--- src/rtl/irq_agg_pkg.sv ---
package irq_agg_pkg;
  localparam int NUM_BANKS = 5;
  localparam int BANK_W    = 32;
  localparam int FN_BANKS  = 3;
  localparam int SRC_W     = NUM_BANKS * BANK_W;
  localparam int SRC_IDX_W = 8;

  // number of implemented bits in each bank
  function automatic int bank_width(input int b);
    case (b)
      2:       return 24;
      4:       return 17;
      default: return 32;
    endcase
  endfunction

  function automatic logic [BANK_W-1:0] bank_mask(input int b);
    logic [BANK_W-1:0] m;
    for (int i = 0; i < BANK_W; i++) m[i] = (i < bank_width(b));
    return m;
  endfunction
endpackage

--- src/rtl/irq_bank.sv ---
module irq_bank #(
  parameter int W = 32,
  parameter logic [W-1:0] MASK = '1
) (
  input  logic         clk,
  input  logic         rst,
  input  logic [W-1:0] ev_i,
  input  logic         wr_ctl_i,
  input  logic         wr_sts_i,
  input  logic [W-1:0] wdata_i,
  output logic [W-1:0] ctl_o,
  output logic [W-1:0] sts_o,
  output logic [W-1:0] pend_o
);
  logic [W-1:0] ctl_q, sts_q, clr_w;

  assign clr_w = wr_sts_i ? wdata_i : '0;

  always_ff @(posedge clk) begin
    if (rst) begin
      ctl_q <= '0;
      sts_q <= '0;
    end else begin
      if (wr_ctl_i) ctl_q <= wdata_i & MASK;
      // new events take precedence over a same-cycle clear
      sts_q <= ((sts_q & ~clr_w) | ev_i) & MASK;
    end
  end

  assign ctl_o  = ctl_q;
  assign sts_o  = sts_q;
  assign pend_o = sts_q & ctl_q;

  assert_set_R2: assert property (@(posedge clk) disable iff (rst)
    (|(ev_i & MASK)) |=> ((sts_q & $past(ev_i & MASK)) == $past(ev_i & MASK)));
  assert_w1c_R3: assert property (@(posedge clk) disable iff (rst)
    wr_sts_i |=> ((sts_q & $past(wdata_i & ~ev_i)) == '0));
  assert_ctl_rw_R5: assert property (@(posedge clk) disable iff (rst)
    wr_ctl_i |=> (ctl_q == $past(wdata_i & MASK)));
endmodule

--- src/rtl/irq_pick.sv ---
module irq_pick #(
  parameter int N  = 160,
  parameter int IW = 8
) (
  input  logic [N-1:0]  vec_i,
  output logic          any_o,
  output logic [IW-1:0] idx_o
);
  always_comb begin
    idx_o = '0;
    for (int i = N - 1; i >= 0; i--)
      if (vec_i[i]) idx_o = IW'(i);
  end
  assign any_o = |vec_i;
endmodule

--- src/rtl/irq_aggregator_top.sv ---
module irq_aggregator_top
  import irq_agg_pkg::*;
(
  input  logic                clk,
  input  logic                rst,
  input  logic [SRC_W-1:0]    src_pulse_i,
  input  logic                bus_wr_i,
  input  logic                bus_rd_i,
  input  logic [3:0]          bus_addr_i,
  input  logic [BANK_W-1:0]   bus_wdata_i,
  output logic [BANK_W-1:0]   bus_rdata_o,
  output logic                fn_irq_o,
  output logic                err_irq_o,
  output logic                disp_valid_o,
  output logic [SRC_IDX_W-1:0] disp_src_o
);
  logic [NUM_BANKS-1:0][BANK_W-1:0] ctl_w, sts_w, pend_w;
  logic [SRC_W-1:0] pend_flat;
  logic [2:0] sel_bank;
  logic sel_sts;

  assign sel_bank = bus_addr_i[3:1];
  assign sel_sts  = bus_addr_i[0];

  for (genvar b = 0; b < NUM_BANKS; b++) begin : g_bank
    irq_bank #(.W(BANK_W), .MASK(bank_mask(b))) u_bank (
      .clk      (clk),
      .rst      (rst),
      .ev_i     (src_pulse_i[b*BANK_W +: BANK_W]),
      .wr_ctl_i (bus_wr_i && sel_bank == 3'(b) && !sel_sts),
      .wr_sts_i (bus_wr_i && sel_bank == 3'(b) &&  sel_sts),
      .wdata_i  (bus_wdata_i),
      .ctl_o    (ctl_w[b]),
      .sts_o    (sts_w[b]),
      .pend_o   (pend_w[b])
    );
  end

  assign pend_flat = pend_w;

  logic                 any_pend;
  logic [SRC_IDX_W-1:0] first_src;

  irq_pick #(.N(SRC_W), .IW(SRC_IDX_W)) u_pick (
    .vec_i (pend_flat),
    .any_o (any_pend),
    .idx_o (first_src)
  );

  logic cur_pend;
  assign cur_pend = disp_valid_o && pend_flat[disp_src_o];

  always_ff @(posedge clk) begin
    if (rst) begin
      fn_irq_o     <= 1'b0;
      err_irq_o    <= 1'b0;
      disp_valid_o <= 1'b0;
      disp_src_o   <= '0;
      bus_rdata_o  <= '0;
    end else begin
      fn_irq_o  <= |pend_w[FN_BANKS-1:0];
      err_irq_o <= |pend_w[NUM_BANKS-1:FN_BANKS];
      if (!cur_pend) begin
        disp_valid_o <= any_pend;
        disp_src_o   <= first_src;
      end
      if (bus_rd_i) begin
        if (int'(sel_bank) < NUM_BANKS)
          bus_rdata_o <= sel_sts ? sts_w[sel_bank] : ctl_w[sel_bank];
        else
          bus_rdata_o <= '0;
      end
    end
  end

  assert_reset_R1: assert property (@(posedge clk)
    rst |=> (!fn_irq_o && !err_irq_o && !disp_valid_o));
  assert_disp_line_R9: assert property (@(posedge clk) disable iff (rst)
    disp_valid_o |-> (fn_irq_o || err_irq_o));
  assert_disp_hold_R10: assert property (@(posedge clk) disable iff (rst)
    (disp_valid_o && pend_flat[disp_src_o]) |=> (disp_valid_o && $stable(disp_src_o)));
endmodule

--- config.mk ---
export PLATFORM = sky130hd
export DESIGN_NAME = irq_aggregator_top
export DESIGN_NICKNAME = d
export VERILOG_FILES = /design/src/rtl/irq_agg_pkg.sv /design/src/rtl/irq_bank.sv /design/src/rtl/irq_pick.sv /design/src/rtl/irq_aggregator_top.sv
export SDC_FILE = /design/constraint.sdc
export NUM_CORES = 1
export LEC_CHECK = 0
export BUFFER_PORTS_ARGS = -buffer_cell sky130_fd_sc_hd__buf_2
export CAP_MARGIN = 20
export CELL_PAD_IN_SITES_DETAIL_PLACEMENT = 2
export CELL_PAD_IN_SITES_GLOBAL_PLACEMENT = 2
export CORE_MARGIN = 2
export CORE_UTILIZATION = 40
export DETAILED_ROUTE_END_ITERATION = 16
export PLACE_DENSITY = 0.95
export RECOVER_POWER = 100
export SETUP_SLACK_MARGIN = 0.5
export SLEW_MARGIN = 20
export SYNTH_ARGS = -nofsm -noshare
export SYNTH_HDL_FRONTEND = slang
export SYNTH_HIERARCHICAL = 1
export SYNTH_SLANG_ARGS = --single-unit
--- constraint.sdc ---
create_clock -name clk -period 4.06 [get_ports clk]
set_input_delay 0.406 -clock clk [delete_from_list [all_inputs] [get_ports clk]]
set_output_delay 0.406 -clock clk [all_outputs]
set_load 0.1 [all_outputs]
==> impl_metrics.csv <==
group,metric,value,unit
outcome,run_status,"finished, violations left",
outcome,violations,"max-capacitance violations, max-slew violations",
placed_design,port_buffers,219,
yosys,syn_area_per_cell,9.10,um2
setup_path,worst-path-max-fanout,45,
clocking,post-cts-setup-buffers,0,
timing,layout_setup_ws,0.272,ns
timing,finalCritPeriodShare,93.3,%
grt,grt_first_pass_wirelength,160,mm
setup_path,slowest_stage,"clkbuf_1",
cells_and_area,final_common_cell,"nor2_1",
power,power_frac_clock,42.9,%
clocking,ctsResizeCount,0,
yosys,syn_area,20200,um2
cells_and_area,syn2layout_area_growth,8.84,%
job,drv_cap,3,
yosys,yosysWarnings,6,
hold_path,min_path_type,"in2reg",
placed_design,gp_congestion,1.00,
timing,fmax,0.264,GHz
clocking,clock_path_buffers,3,
power,swShare,33.0,%
setup_path,cp_slowest_stage_delay,1.00,ns
clocking,h-tree-depth,2,
clocking,holdBufCountCts,0,
yosys,synth.area.top_cells,"dfxtp_1 31%, mux4_2 12%, a311oi_2 7.6%",
power,power_frac_comb,17.7,%
setup_path,criticalPathCategory,"in2reg",
setup_path,required,4.49,ns
timing,setup_viol,0,
timing,rsz0062_at_grt,"no",
yosys,synth-edff-count,0,
clocking,clock-sinks,317,
timing,min_period,3.79,ns
power,p_leak,0.00856,uW
floorplanning,die-area,52400,um2
clocking,cts_inserted_buffers,39,
power,p_seq_share,39.4,%
yosys,synth.yosys.seq_area_share,31.4,%
floorplanning,core-area,50100,um2
grt,grt.total_usage,41.0,%
timing,hold_viol,0,
setup_path,crit_arrival,4.22,ns
grt,overflow,0,
routing,ant_nets,0,
setup_path,cpMostUsedCell,"nor2_1",
routing,drt-initial-drc-count,2407,
grt,grt_max_degree,117,
cells_and_area,layout_common_cells,"379 x nor2_1, 315 x dfxtp_1, 200 x inv_1, 174 x buf_2, 154 x mux2i_1",
yosys,synth-seq-cells,317,
clocking,cts_tree,"done",
yosys,synth.distinct_cells,62,
grt,grt_antenna_before_repair,7,
grt,first_global_vias,23200,
clocking,clkTransAtPathRegs,0.07,ns
cells_and_area,drive_gt1_share,17.3,%
floorplanning,die_h,229,um
power,p_per_area,401,nW/um2
routing,viasPerCell,6.78,
cells_and_area,fin_nets,2588,
setup_path,crit_chain,"clkbuf_2 -> nor2_1 -> clkbuf_1 -> nand2_1 -> nor2_1 -> buf_4 -> mux2i_1 -> nor2_1",
floorplanning,rows,82,
power,p_switching,2920,uW
setup_path,end_kind,"flip-flop",
floorplanning,ios,243,
yosys,synth_top_area_share,31.4,%
timing,slew_viol_final,75,
floorplanning,initial_core_util,40.4,%
placed_design,post-place-ws,0.813,ns
routing,wire_per_inst,35.6,um
power,internal_power,5920,uW
clocking,cts-root-buf,"clkbuf_16",
setup_path,setup.worst_path.start_class,"primary input",
yosys,yosysTopAreaCell,"dfxtp_1",
routing,firstDrtPassIters,6,
yosys,synthCells,2224,
power,ir_drop,0.303,mV
routing,drt-total-wl,110,mm
timing,clock_skew,0.0176,ns
clocking,clk-insertion-delay-late,0.60,ns
placed_design,hpwl,74.2,mm
yosys,async_flop_share,0,%
routing,routed-via-count,21000,
timing,tightestPinTransition,1.87,ns
timing,slew_headroom,-24.9,%
timing,setup_tns,0,ns
routing,drcViolationCount,0,
yosys,synthFlopType,"dfxtp_1",
floorplanning,fp.dieW,229,um
==> sequential cells by signal, summed over array words and instances, names as in the netlist <==
| name | count |
|---|---|
| g_bank.u_bank/ctl_o | 137 |
| g_bank.u_bank/sts_o | 137 |
| bus_rdata_o | 32 |
| disp_src_o | 8 |
| disp_valid_o | 1 |
| err_irq_o | 1 |
| fn_irq_o | 1 |
==> kinds of logic (layout without fill, tap and decap cells) <==
| family | count (synthesis) | in the layout | share of synthesized area, % |
|---|---|---|---|
| simple gates | 816 | 816 | 19.9 |
| compound gates | 430 | 430 | 18.4 |
| buf+inv | 398 | 523 | 10.9 |
| flops | 317 | 317 | 31.4 |
| mux | 261 | 261 | 19.4 |
| other cells | 2 | 72 | 0.0371 |
==> cells in the mapped netlist (all sizes together) (5+ instances only) <==
cell and number:
nor2 381, dfxtp 317, inv 200, mux2i 154, buf 143, and2 139, a311oi 137, mux4 105
nor4 86, o21ai 80, a21oi 72, clkbuf 55, nand2 42, nor2b 40, nor3 36, a31oi 34
o2111ai 33, nand2b 31, nand3 18, nand4 15, o31ai 12, a221oi 10, o22ai 8, and3 6
o211ai 6, or4 6, a2111oi 5, a22o 5
==> per-stage QoR <==
stage          cells  utilization (%)  total power [uW]  instance area, um2  hold WS (ns)
2_1_floorplan   2291                -              4530               20500         0.469
3_5_place_dp    3019             42.6              5040               21300         0.469
6_report        3091             44.0              8840               22000        0.0992
3_3_place_gp    3019             42.6              4920               21300         0.462
5_1_grt         3089             44.0              9030               22000         0.104
4_1_cts         3088             45.3              8840               22700        0.0911
==> power groups by stage <==
stage	combinational [uW]	sequential, uW	clock [uW]
after detailed placement	1520	3520	0
after global placement	1430	3490	0
after floorplan	920	3610	0
final	1570	3480	3790
after CTS	1570	3470	3800
after global routing	1630	3490	3920
==> critical path: cells and delay by family <==
family | cells | cell delay, ns
buffers and inverters | 3 | 2.21
muxes | 1 | 0.14
and+or+nand+nor | 4 | 1.41
==> layout make-up <==
class / instances / area [um2]
Antenna cell: 3 / 7.51
Clock buffer: 56 / 1180
Clock inverter: 13 / 134
Fill cell: 5511 / 28000
Inverter: 200 / 751
Multi-Input combinational cell: 1576 / 11400
Sequential cell: 317 / 6350
Tap cell: 672 / 841
Timing Repair Buffer: 254 / 1310
==> final timing paths <==
| kind | slack (ns) | endpoint | startpoint | cells past startpoint |
|---|---|---|---|---|
| min reg2reg | 0.48 | bus_rdata_o[17]$_SDFFE_PP0P_ | bus_rdata_o[17]$_SDFFE_PP0P_ | 2 |
| max | 0.27 | g_bank[4].u_bank/ctl_o[4]$_SDFFE_PP0P_ | bus_addr_i[2] | 8 |
| max reg2reg | 0.52 | disp_src_o[1]$_SDFFE_PP0N_ | disp_src_o[1]$_SDFFE_PP0N_ | 7 |
| min | 0.1 | g_bank[2].u_bank/sts_o[7]$_SDFF_PP0_ | src_pulse_i[71] | 3 |
==> layer usage <==
metal	vias up	GRT usage (%)	share of wire [%]	wire length [um]
li1	8288	-	-	-
met3	662	10.2	9.0	9900
met1	10500	43.8	34	37300
met5	-	0	0.020	22
met2	1510	67.4	46	51100
met4	4	36.6	11	11600
Note: power is estimated with default switching activity, not from simulation.
